**config.mk**
```make
export PLATFORM = sky130hd
export DESIGN_NAME = vco_swallow_div
export DESIGN_NICKNAME = d
export VERILOG_FILES = /design/src/rtl/svd_pkg.sv /design/src/rtl/svd_prescaler.sv /design/src/rtl/svd_swallow_ctl.sv /design/src/rtl/svd_direct_cnt.sv /design/src/rtl/vco_swallow_div.sv
export SDC_FILE = /design/constraint.sdc
export NUM_CORES = 1
export LEC_CHECK = 0
export BUFFER_PORTS_ARGS = -buffer_cell sky130_fd_sc_hd__buf_2
export CAP_MARGIN = 20
export CORE_ASPECT_RATIO = 2
export CORE_MARGIN = 2
export CORE_UTILIZATION = 45
export CTS_BUF_LIST = sky130_fd_sc_hd__clkbuf_4 sky130_fd_sc_hd__clkbuf_8
export DETAILED_ROUTE_END_ITERATION = 6
export PLACE_DENSITY_LB_ADDON = 0.1
export SYNTH_ARGS = -nofsm -noshare
export SYNTH_HDL_FRONTEND = slang
export SYNTH_SLANG_ARGS = --single-unit
```
**constraint.sdc**
```tcl
create_clock -name clk -period 2.5 [get_ports clk]
set_input_delay 0.125 -clock clk [delete_from_list [all_inputs] [get_ports clk]]
set_output_delay 0.125 -clock clk [all_outputs]
set_load 0.005 [all_outputs]
```
**src/rtl/svd_pkg.sv**
```systemverilog
package svd_pkg;

   typedef enum logic [1:0] {
      MODE_IDLE   = 2'b00,
      MODE_FM_SW  = 2'b01,
      MODE_AM_SW  = 2'b10,
      MODE_AM_DIR = 2'b11
   } div_mode_e;

   function automatic logic mode_is_swallow(input logic [1:0] m);
      return (m == MODE_FM_SW) || (m == MODE_AM_SW);
   endfunction

endpackage

```
**src/rtl/svd_prescaler.sv**
```systemverilog
module svd_prescaler #(
   parameter int BASE_LOG2 = 6
) (
   input  logic clk,
   input  logic rst,
   input  logic run,
   input  logic load,
   input  logic half,
   input  logic plus_one,
   output logic tick
);
   localparam int CW   = BASE_LOG2 + 1;
   localparam int FULL = 1 << BASE_LOG2;
   localparam int HALF = FULL / 2;

   logic [CW-1:0] cnt_q;
   logic [CW-1:0] reload_v;

   always_comb begin
      reload_v = (half ? CW'(HALF) : CW'(FULL)) - CW'(1) + CW'(plus_one);
      tick     = run && (cnt_q == '0);
   end

   always_ff @(posedge clk) begin
      if (rst)                     cnt_q <= '0;
      else if (load)               cnt_q <= reload_v;
      else if (run && cnt_q != '0) cnt_q <= cnt_q - CW'(1);
   end
endmodule

```
**src/rtl/svd_swallow_ctl.sv**
```systemverilog
module svd_swallow_ctl #(
   parameter int PC_W = 8,
   parameter int SC_W = 6
) (
   input  logic            clk,
   input  logic            rst,
   input  logic            start,
   input  logic            tick,
   input  logic [SC_W-1:0] a_init,
   input  logic [PC_W-1:0] b_init,
   output logic            done,
   output logic            plus_next
);
   logic [SC_W-1:0] a_q, a_dec;
   logic [PC_W-1:0] b_q;

   always_comb begin
      a_dec     = (a_q != '0) ? a_q - SC_W'(1) : a_q;
      done      = tick && (b_q == '0);
      plus_next = start ? (a_init != '0) : (a_dec != '0);
   end

   always_ff @(posedge clk) begin
      if (rst) begin
         a_q <= '0;
         b_q <= '0;
      end else if (start) begin
         a_q <= a_init;
         b_q <= b_init;
      end else if (tick) begin
         a_q <= a_dec;
         b_q <= b_q - PC_W'(1);
      end
   end
endmodule

```
**src/rtl/svd_direct_cnt.sv**
```systemverilog
module svd_direct_cnt #(
   parameter int C_W = 14
) (
   input  logic           clk,
   input  logic           rst,
   input  logic           start,
   input  logic           run,
   input  logic [C_W-1:0] c_init,
   output logic           done
);
   logic [C_W-1:0] cnt_q;

   assign done = run && (cnt_q == '0);

   always_ff @(posedge clk) begin
      if (rst)                     cnt_q <= '0;
      else if (start)              cnt_q <= c_init;
      else if (run && cnt_q != '0) cnt_q <= cnt_q - C_W'(1);
   end
endmodule

```
**src/rtl/vco_swallow_div.sv**
```systemverilog
module vco_swallow_div #(
   parameter int PC_W      = 8,
   parameter int SC_W      = 6,
   parameter int BASE_LOG2 = 6,
   parameter bit HAS_HALF  = 1'b1
) (
   input  logic            clk,
   input  logic            rst,
   input  logic [1:0]      mode_sel,
   input  logic            half_step,
   input  logic [PC_W-1:0] pc_val,
   input  logic [SC_W-1:0] sc_val,
   output logic            syn_pulse,
   output logic            cfg_err
);
   import svd_pkg::*;

   localparam int C_W  = PC_W + SC_W;
   localparam int FULL = 1 << BASE_LOG2;
   localparam int HALF = FULL / 2;

   if (SC_W != BASE_LOG2) begin : g_bad_sc
      $error("swallow width must match prescaler base");
   end
   if (PC_W <= BASE_LOG2) begin : g_bad_pc
      $error("main counter too narrow to reach base modulus");
   end

   logic stby, live_sw, live_dir, half_eff, err_live;
   logic [SC_W-1:0] a_live;
   logic arm_q, sw_q, half_q;
   logic run, start, sw_start, dir_start, period_end;
   logic pre_tick, pre_load, pre_half, plus_next, sw_done, dir_done;

   if (HAS_HALF) begin : g_half
      assign half_eff = half_step;
      assign a_live   = half_step ? {1'b0, sc_val[SC_W-2:0]} : sc_val;
   end else begin : g_full_only
      assign half_eff = 1'b0;
      assign a_live   = sc_val;
   end

   always_comb begin
      stby     = (mode_sel == MODE_IDLE);
      live_sw  = mode_is_swallow(mode_sel);
      live_dir = (mode_sel == MODE_AM_DIR);
      err_live = live_sw && ((int'(pc_val) < int'(a_live)) ||
                             (int'(pc_val) < (half_eff ? HALF : FULL)) ||
                             (half_eff && sc_val[SC_W-1]));
      run        = !stby && !arm_q;
      period_end = run && (sw_q ? sw_done : dir_done);
      start      = !stby && (arm_q || period_end);
      sw_start   = start && live_sw;
      dir_start  = start && live_dir;
      pre_load   = sw_start || (pre_tick && !sw_done);
      pre_half   = sw_start ? half_eff : half_q;
   end

   svd_prescaler #(.BASE_LOG2(BASE_LOG2)) u_pre (
      .clk(clk), .rst(rst), .run(run && sw_q), .load(pre_load),
      .half(pre_half), .plus_one(plus_next), .tick(pre_tick)
   );

   svd_swallow_ctl #(.PC_W(PC_W), .SC_W(SC_W)) u_ctl (
      .clk(clk), .rst(rst), .start(sw_start), .tick(pre_tick),
      .a_init(a_live), .b_init(pc_val), .done(sw_done), .plus_next(plus_next)
   );

   svd_direct_cnt #(.C_W(C_W)) u_dir (
      .clk(clk), .rst(rst), .start(dir_start), .run(run && !sw_q),
      .c_init({pc_val, sc_val}), .done(dir_done)
   );

   always_ff @(posedge clk) begin
      if (rst) begin
         arm_q     <= 1'b1;
         sw_q      <= 1'b0;
         half_q    <= 1'b0;
         syn_pulse <= 1'b0;
         cfg_err   <= 1'b0;
      end else if (stby) begin
         arm_q     <= 1'b1;
         syn_pulse <= 1'b0;
         cfg_err   <= 1'b0;
      end else begin
         syn_pulse <= period_end;
         if (start) begin
            arm_q   <= 1'b0;
            sw_q    <= live_sw;
            half_q  <= half_eff;
            cfg_err <= err_live;
         end
      end
   end
endmodule

```
==> reports/results.ini, run 1 <==
[finish]
layout.nets=377
multi_input_area_um2=1633
fin_util=0.5353
antenna_cells=0
final_cell_mix=40 x dfxtp_1, 34 x nor2_1, 25 x nand2_1, 24 x a211oi_1, 22 x a21oi_1
mostFrequentLayoutCell=dfxtp_1
fill_cells=553
syn2layout_area_growth_pct=14.57
layout-drive-gt1-share=0.1749
register_area_um2=800.8

[floorplan]
fp.coreArea_um2=5420
initial_core_util=0.4672
dieWidth_um=57.05
die_h_um=110.1
io_pins=21
rows=38
die-area_um2=6280

[critical_path]
crit_arrival_ps=2520
cp-start-kind=register
critPathRequiredTime_ps=2720
path_class=reg2reg
cp-end-kind=register
crit_fanout=3

[worst_hold_path]
hp-class=in2reg

[clocking]
clk_latency_ps=310
cts_buffers=5
holdBufCountCts=0
clk_pin_slew_ps=80
cts.sinks=40
cts_tree=yes
h-tree-depth=2
clockBufferDepth=2
cts-root-buf=clkbuf_8

[global_routing]
grt_overflow=0
grt_max_degree=28
grt_pass1_vias=2431
antenna_found_initial=0
grt_pass1_wl_um=11250
grt_usage=0.2329

[drt]
via_per_inst=5.903
routed_wl_um=6710
detail-route-antenna-nets=0
drcViolationCount=0
drt_pre_antenna_iters=4
drt-initial-drc-count=65
wl_per_cell_um=16.65
vias=2379

[power_and_ir_drop]
power_leakage_uw=0.001113
vdd_drop_max_mv=0.5294
p_per_area_nw_per_um2=721.2

[sta]
slew_viol_final=0
fmaxAchievable_mhz=436.1
finalSetupTns_ps=0
min_period_ps=2293
fin_crit_sh=0.9173
hold_viol=0
finClkSkew_ps=5.566
relSlewSlack=0.6689
worst_slack_ps=206.8
hold_ws_ps=99.59
setup_viol=0
worstMarginPinSlew_ps=494.8
rsz0062_at_grt=false

[synth]
postSynthAreaPerCell_um2=8.169
ys_ff_latch=40
synth_edf_count=0
syn_inst=310
syn_nets=345
yosysUniqueCellTypes=50
synthArstFlopShare=0
yosysSeqAreaShare=0.3162
ys.flop_type=dfxtp_1
syn-cell-area_um2=2532
ys.warnings.count=0

[placed_design]
gp_congestion=0.9129
place_ws_ps=113.7
dpl.hpwl_um=5256
portBuffers=20

[run_status]
outcome=completed

[run]
cap_violations=0

-- critical path, cell delays in order (launching register included) --
cell	delay, ps
dfxtp_1	360
inv_1	80
ha_1	200
nor4b_1	140
a41o_1	260
a21o_2	220
a2111oi_4	330
a21oi_1	110
ha_1	290
nor2_1	40
a211oi_1	180
-- Yosys cell counts (2+ instances only) --
cell type  instances  share of area
nor2_1            34          0.050
o211ai_1           5          0.015
a21oi_1           22          0.043
mux2i_1            3          0.012
dfxtp_1           40           0.32
inv_1             18          0.027
xor2_1             5          0.017
o21ai_0            6          0.012
nand3_1           11          0.022
nand2b_1           3         0.0074
clkbuf_1           8          0.012
nor4_1             6          0.015
xnor2_1           18          0.062
and3_1             2         0.0049
or4_4              2         0.0089
a211oi_1          24          0.071
nor3_1            14          0.028
buf_2              2         0.0040
or3_1              4         0.0099
nor2b_1            5          0.012
nand3b_1           2         0.0059
nand2_1           25          0.037
a21o_1             2         0.0059
or4_1              2         0.0059
nor3b_1            2         0.0059
ha_1              16          0.079
nor4_2             2         0.0099
nand4_1            3         0.0074
buf_4              2         0.0059
a31oi_1            2         0.0049
-- power breakdown --
group          switching, uW  internal (uW)  total, uW
Combinational            432            352        784
Clock                    238            247        486
Sequential              94.9            728        823
-- sequential cells by signal (all words and copies together) (netlist names) --
name	count
syn_pulse	1
u_ctl.b_q	8
u_pre.cnt_q	7
cfg_err	1
arm_q	1
half_q	1
u_dir.cnt_q	14
sw_q	1
u_ctl.a_q	6
-- routing by layer --
layer,vias to the layer above,global-route usage,part of all wire
li1,1189,-,-
met1,1121,0.2340,0.38
met2,46,0.4319,0.54
met3,23,0.03617,0.030
met4,0,0.1512,0.051
met5,-,0,0
-- logic make-up (layout without fill, tap and decap cells) --
| group | Yosys count | after routing | share of synthesized area |
|---|---|---|---|
| DFF | 40 | 40 | 0.3162 |
| muxes | 3 | 3 | 0.01186 |
| and+or+nand+nor | 122 | 122 | 0.2456 |
| xor gates and xnor gates | 23 | 23 | 0.07954 |
| AOI/OAI and AO/OA | 76 | 76 | 0.2194 |
| adders and majority gates | 16 | 16 | 0.07905 |
| buffers and inverters | 30 | 63 | 0.04842 |
-- per-stage QoR --
| step | total power [uW] | std cells | area (um2) |
|---|---|---|---|
| 6_report | 2093 | 403 | 2902 |
| 4_1_cts | 2091 | 403 | 2878 |
| 5_1_grt | 2224 | 403 | 2902 |
| 2_1_floorplan | 1338 | 310 | 2532 |
| 3_3_place_gp | 1594 | 395 | 2780 |
| 3_5_place_dp | 1604 | 395 | 2780 |
-- path summary, 6_finish.rpt --
check / slack (ps) / from / cells after the start / to
setup reg to reg: 210 / u_dir.cnt_q[0] / 10 / u_pre.cnt_q[5]
hold / removal: 100 / pc_val[3] / 3 / u_dir.cnt_q[9]
setup / recovery: 210 / u_dir.cnt_q[0] / 10 / u_pre.cnt_q[5]
hold reg to reg: 460 / cfg_err / 2 / cfg_err
-- area by class of cell --
cell class	count	share of cell area
clock buffer	8	0.03364
tap	60	0.02587
timing repair buffer	37	0.07848
sequential	40	0.2760
inverter	18	0.02329
multi-input combinational	240	0.5627
-- what timing repair did --
item	in CTS	in global routing
setup endpoints to repair	0	2
gates resized for setup	0	4
hold endpoints to repair	0	0
setup buffers	0	0
Power figures use the tool's default switching activity.
==> run 2, diff against run 1 <==
--- a/config.mk
+++ b/config.mk
@@ -7,7 +7,7 @@
 export LEC_CHECK = 0
 export BUFFER_PORTS_ARGS = -buffer_cell sky130_fd_sc_hd__buf_2
 export CAP_MARGIN = 20
-export CORE_ASPECT_RATIO = 2
+export CORE_ASPECT_RATIO = 1.25
 export CORE_MARGIN = 2
 export CORE_UTILIZATION = 45
 export CTS_BUF_LIST = sky130_fd_sc_hd__clkbuf_4 sky130_fd_sc_hd__clkbuf_8
==> run 2 against run 1 <==
Count of clock-buffer cells in the layout down 2. First-iteration DRC count down 28%. Fmax down 1.5%. Register-to-register slack worse by 30 ps. Hold slack worse by 3.6 ps. Sequential share of layout area about the same. Clock power down 4.9%. Final cell count up 1.2%. Highest routed layer unchanged. Worst setup slack worse by 34 ps. Via count down 3.6%.
==> reports/results.ini, run 2 (same netlist as run 1, synthesis figures left out) <==
[sta]
relSlewSlack=0.6557
setup_viol=0
finalSetupTns_ps=0
fin_crit_sh=0.9309
rsz0062_at_grt=false
hold_viol=0
finClkSkew_ps=9.188
min_period_ps=2327
worst_slack_ps=172.8
slew_viol_final=0
fmaxAchievable_mhz=429.7
worstMarginPinSlew_ps=515.4

[global_routing]
grt_usage=0.2132
grt_max_degree=28
grt_overflow=0
antenna_found_initial=0
grt_pass1_vias=2228
grt_pass1_wl_um=10560

[critical_path]
cp-start-kind=register
cp-end-kind=register
crit_arrival_ps=2490
crit_fanout=6
critPathRequiredTime_ps=2660
path_class=reg2reg

[placed_design]
dpl.hpwl_um=4800
gp_congestion=0.8837
place_ws_ps=125.0
portBuffers=20

[floorplan]
io_pins=21
fp.coreArea_um2=5443
initial_core_util=0.4653
die_h_um=87.87
die-area_um2=6247
dieWidth_um=71.10
rows=30

[drt]
via_per_inst=5.623
wl_per_cell_um=15.28
drt-initial-drc-count=47
detail-route-antenna-nets=0
drcViolationCount=0
drt_pre_antenna_iters=4
routed_wl_um=6233
vias=2294

[finish]
multi_input_area_um2=1627
syn2layout_area_growth_pct=14.67
top_register=u_dir.cnt_q
register_area_um2=802.0
antenna_cells=0
fill_cells=535
mostFrequentLayoutCell=dfxtp_1
layout-drive-gt1-share=0.1744
largest_reg_flops=14
layout.nets=378
top_regs=u_dir.cnt_q (14), u_ctl.b_q (8), u_pre.cnt_q (7)
final_cell_mix=39 x dfxtp_1, 34 x nor2_1, 25 x nand2_1, 24 x a211oi_1, 22 x a21oi_1

[power_and_ir_drop]
p_total_uw=2051
vdd_drop_max_mv=0.3643
power_leakage_uw=0.001113
p_per_area_nw_per_um2=706.3

[worst_hold_path]
hp-class=in2reg

[clocking]
cts-root-buf=clkbuf_8
clk_pin_slew_ps=90
cts_tree=yes
cts_buffers=5
clk_latency_ps=300
cts.sinks=40
holdBufCountCts=0
clockBufferDepth=2
h-tree-depth=2

[run_status]
outcome=completed

[run]
cap_violations=0

==> run 2: cell types whose count changed in the layout (fill, tap and decap cells not counted), sizes merged <==
cell    change
clkbuf      -2
buf         +1
clkinv      +2
==> run 2: layer usage <==
metal | GRT usage | wire length (um) | vias to the layer above
li1 | - | - | 1193
met1 | 0.2661 | 2832 | 1067
met2 | 0.3721 | 3163 | 27
met3 | 0.03682 | 156 | 7
met4 | 0.07204 | 80 | 0
met5 | 0 | 0 | -
==> run 2: area by class of cell <==
cell class | count | area share
Timing Repair Buffer | 38 | 0.08100
Clock buffer | 6 | 0.02844
Sequential cell | 40 | 0.2762
Tap cell | 64 | 0.02757
Multi-Input combinational cell | 240 | 0.5601
Clock inverter | 2 | 0.003447
Inverter | 18 | 0.02327
==> run 2: report_power, final <==
group / total (uW) / internal, uW / switching (uW)
Clock: 462 / 221 / 241
Combinational: 768 / 353 / 415
Sequential: 822 / 729 / 93.4
==> run 2: path summary, 6_finish.rpt <==
kind,depth (start not counted),end,start,slack [ps]
worst max-delay path,8,u_pre.cnt_q[5],u_ctl.b_q[2],170
worst min-delay path,3,u_dir.cnt_q[9],pc_val[3],100
worst max register to register,8,u_pre.cnt_q[5],u_ctl.b_q[2],170
worst min register to register,2,u_dir.cnt_q[12],u_dir.cnt_q[12],480
==> run 2: timing repair <==
| action | in CTS | in global routing |
|---|---|---|
| gates resized for setup | 0 | 3 |
| setup buffers | 0 | 0 |
| setup endpoints to repair | 0 | 2 |
==> run 2: through the flow <==
stage | utilization | instances | hold slack, ps | cell area (um2)
final | 0.5336 | 408 | 95.98 | 2904
after global routing | 0.5336 | 408 | 102.6 | 2904
after CTS | 0.5301 | 408 | 90.18 | 2885
after detailed placement | 0.5131 | 400 | 411.3 | 2793
after global placement | 0.5131 | 400 | 408.2 | 2793
after floorplan | - | 310 | 261.0 | 2532
==> run 2: critical path: stages (launching register included) <==
cell,delay [ps]
dfxtp_1,350
or4_4,580
nor3_2,200
a21o_2,230
and2_1,230
mux2i_1,210
ha_1,240
nor2_1,110
a211oi_1,50
==> run 3, diff against run 2 <==
--- a/config.mk
+++ b/config.mk
@@ -7,11 +7,14 @@
 export LEC_CHECK = 0
 export BUFFER_PORTS_ARGS = -buffer_cell sky130_fd_sc_hd__buf_2
 export CAP_MARGIN = 20
+export CELL_PAD_IN_SITES_DETAIL_PLACEMENT = 0
+export CELL_PAD_IN_SITES_GLOBAL_PLACEMENT = 1
 export CORE_ASPECT_RATIO = 1.25
 export CORE_MARGIN = 2
-export CORE_UTILIZATION = 45
+export CORE_UTILIZATION = 42
 export CTS_BUF_LIST = sky130_fd_sc_hd__clkbuf_4 sky130_fd_sc_hd__clkbuf_8
 export DETAILED_ROUTE_END_ITERATION = 6
+export HOLD_SLACK_MARGIN = 0.1
 export PLACE_DENSITY_LB_ADDON = 0.1
 export SYNTH_ARGS = -nofsm -noshare
 export SYNTH_HDL_FRONTEND = slang
==> run 3 against run 2 <==
Clock power is 1% lower. Final cell count rose by 1.7%. Worst setup slack gained 20 ps. Combinational power up 3.5%. Clock skew down 3.2 ps. Via count increased by 1.9%. Critical endpoint unchanged. Wire length grew 4.1%. Sequential cell count is the same. Highest routed layer unchanged. Fmax up 0.86%. Critical path depth is 2 higher. Sequential share of layout area fell by 0.38 points. Die area grew 6.8%.
==> reports/results.ini, run 3 (same netlist as run 1, synthesis figures left out) <==
[run_status]
outcome=completed

[sta]
slew_viol_final=0
hold_ws_ps=115.2
relSlewSlack=0.6908
setup_viol=0
fmaxAchievable_mhz=433.4
rsz0062_at_grt=false
min_period_ps=2307
finClkSkew_ps=5.946
worst_slack_ps=192.7
worstMarginPinSlew_ps=460.3
hold_viol=0
fin_crit_sh=0.9229
finalSetupTns_ps=0

[critical_path]
rr_endpoint=u_pre.cnt_q[5]
r2r_cells=10
cp-startpoint=u_dir.cnt_q[5]
crit_fanout=6
cp-start-kind=register
crit_chain=nor4_2 > buf_4 > a41o_1 > a21o_2 > buf_4 > a2111oi_4 > a21oi_2 > ha_1 > nor2_1 > a211oi_1
critPathRequiredTime_ps=2700
crit_arrival_ps=2510
crit_buf_inv=2
crit_top_cell=buf_4
crit_slowest_cell=dfxtp_1
r2r_start=u_dir.cnt_q[5]
crit_family=compound AO/OA/AOI/OAI gates
cp-end-kind=register
max_stage_delay_ps=430
path_class=reg2reg
regToRegSetupSlack_ps=190

[power_and_ir_drop]
p_int_uw=1319
p_per_area_nw_per_um2=701.8
p_switching_uw=750.9
vdd_drop_max_mv=0.3906
power_leakage_uw=0.001139
seqPwrFrac=0.395
switching_share=0.3628
power_frac_comb=0.384
p_clk_frac=0.221

[finish]
syn2layout_area_growth_pct=16.45
layout-drive-gt1-share=0.1920
antenna_cells=0
fill_cells=585
top_regs=u_dir.cnt_q (14), u_ctl.b_q (8), u_pre.cnt_q (7)
largest_reg_flops=14
register_area_um2=803.3
top_register=u_dir.cnt_q
layout.nets=383
mostFrequentLayoutCell=dfxtp_1
final_cell_mix=38 x dfxtp_1, 34 x nor2_1, 25 x nand2_1, 24 x a211oi_1, 23 x buf_4
multi_input_area_um2=1630

[worst_hold_path]
hp-class=in2reg
worst_hold_path.endpoint=u_dir.cnt_q[1]
min_from=sc_val[1]
hold_depth=3

[drt]
wl_per_cell_um=15.64
drcViolationCount=0
detail-route-antenna-nets=0
routed_wl_um=6491
drt-initial-drc-count=67
via_per_inst=5.634
vias=2338
drt_pre_antenna_iters=4

[run]
cap_violations=0

[clocking]
clk_pin_slew_ps=80
cts_tree=yes
cts.sinks=40
clk_latency_ps=290
cts_buffers=5
h-tree-depth=2
clockBufferDepth=2
cts-root-buf=clkbuf_8

[global_routing]
grt_usage=0.2018
antenna_found_initial=0
grt_overflow=0
grt_max_degree=28
grt_pass1_vias=2287
grt_pass1_wl_um=10610

[placed_design]
gp_congestion=0.8460
place_ws_ps=57.76
dpl.hpwl_um=4999
portBuffers=20

[floorplan]
die-area_um2=6670
io_pins=21
rows=31
die_h_um=90.82
initial_core_util=0.4353
fp.coreArea_um2=5818
dieWidth_um=73.45

-- run 3: worst reg2reg max path, delay by kind of cell (launching register included) --
| kind | cells | cell delay, ps |
|---|---|---|
| AO/OA/AOI/OAI | 5 | 1070 |
| flip-flops | 1 | 430 |
| buffers and inverters | 2 | 310 |
| adder cells (fa/ha/maj) | 1 | 280 |
| AND/OR/NAND/NOR | 2 | 120 |
-- run 3: power groups by stage --
stage	clock network, uW	registers (uW)	logic, uW
floorplan	0	813	525
global placement	0	826	778
detailed placement	0	829	776
CTS	478	815	781
global route	504	830	883
finish	457	818	795
-- run 3: what timing repair did --
action,in CTS,in global routing
hold buffers,0,0
endpoints found under the setup margin,0,2
setup buffers,0,1
endpoints found under the hold margin,0,0
resized for setup,0,5
-- run 3: worst max-delay path by stage --
stage | to | slack (ps) | cells past startpoint
after floorplan | u_pre.cnt_q[5] | 170 | 10
after global placement | u_pre.cnt_q[5] | 130 | 11
after detailed placement | u_pre.cnt_q[5] | 60 | 11
after CTS | u_pre.cnt_q[5] | 30 | 11
after global routing | u_pre.cnt_q[5] | 20 | 11
final | u_pre.cnt_q[5] | 190 | 10
-- run 3: final cells by class --
cell class | instances | area share
inverters | 18 | 0.02291
clock inverters | 2 | 0.003394
multi-input cells | 240 | 0.5528
repair buffers | 43 | 0.09249
well taps | 66 | 0.02800
clock buffers | 6 | 0.02800
flip-flops and latches | 40 | 0.2724
-- run 3: layer usage --
layer	global-route usage	up-vias	routed length, um
li1	-	1201	-
met1	0.2462	1097	2928
met3	0.03013	6	169
met2	0.3542	34	3319
met5	0	-	0
met4	0.06212	0	73
-- run 3: metrics by stage --
stage	utilization	area, um2	power [uW]	cells
after floorplan	-	2532	1338	310
after global placement	0.4856	2825	1604	406
after detailed placement	0.4856	2825	1605	406
after CTS	0.5015	2918	2074	414
after global routing	0.5069	2949	2217	415
final	0.5069	2949	2070	415
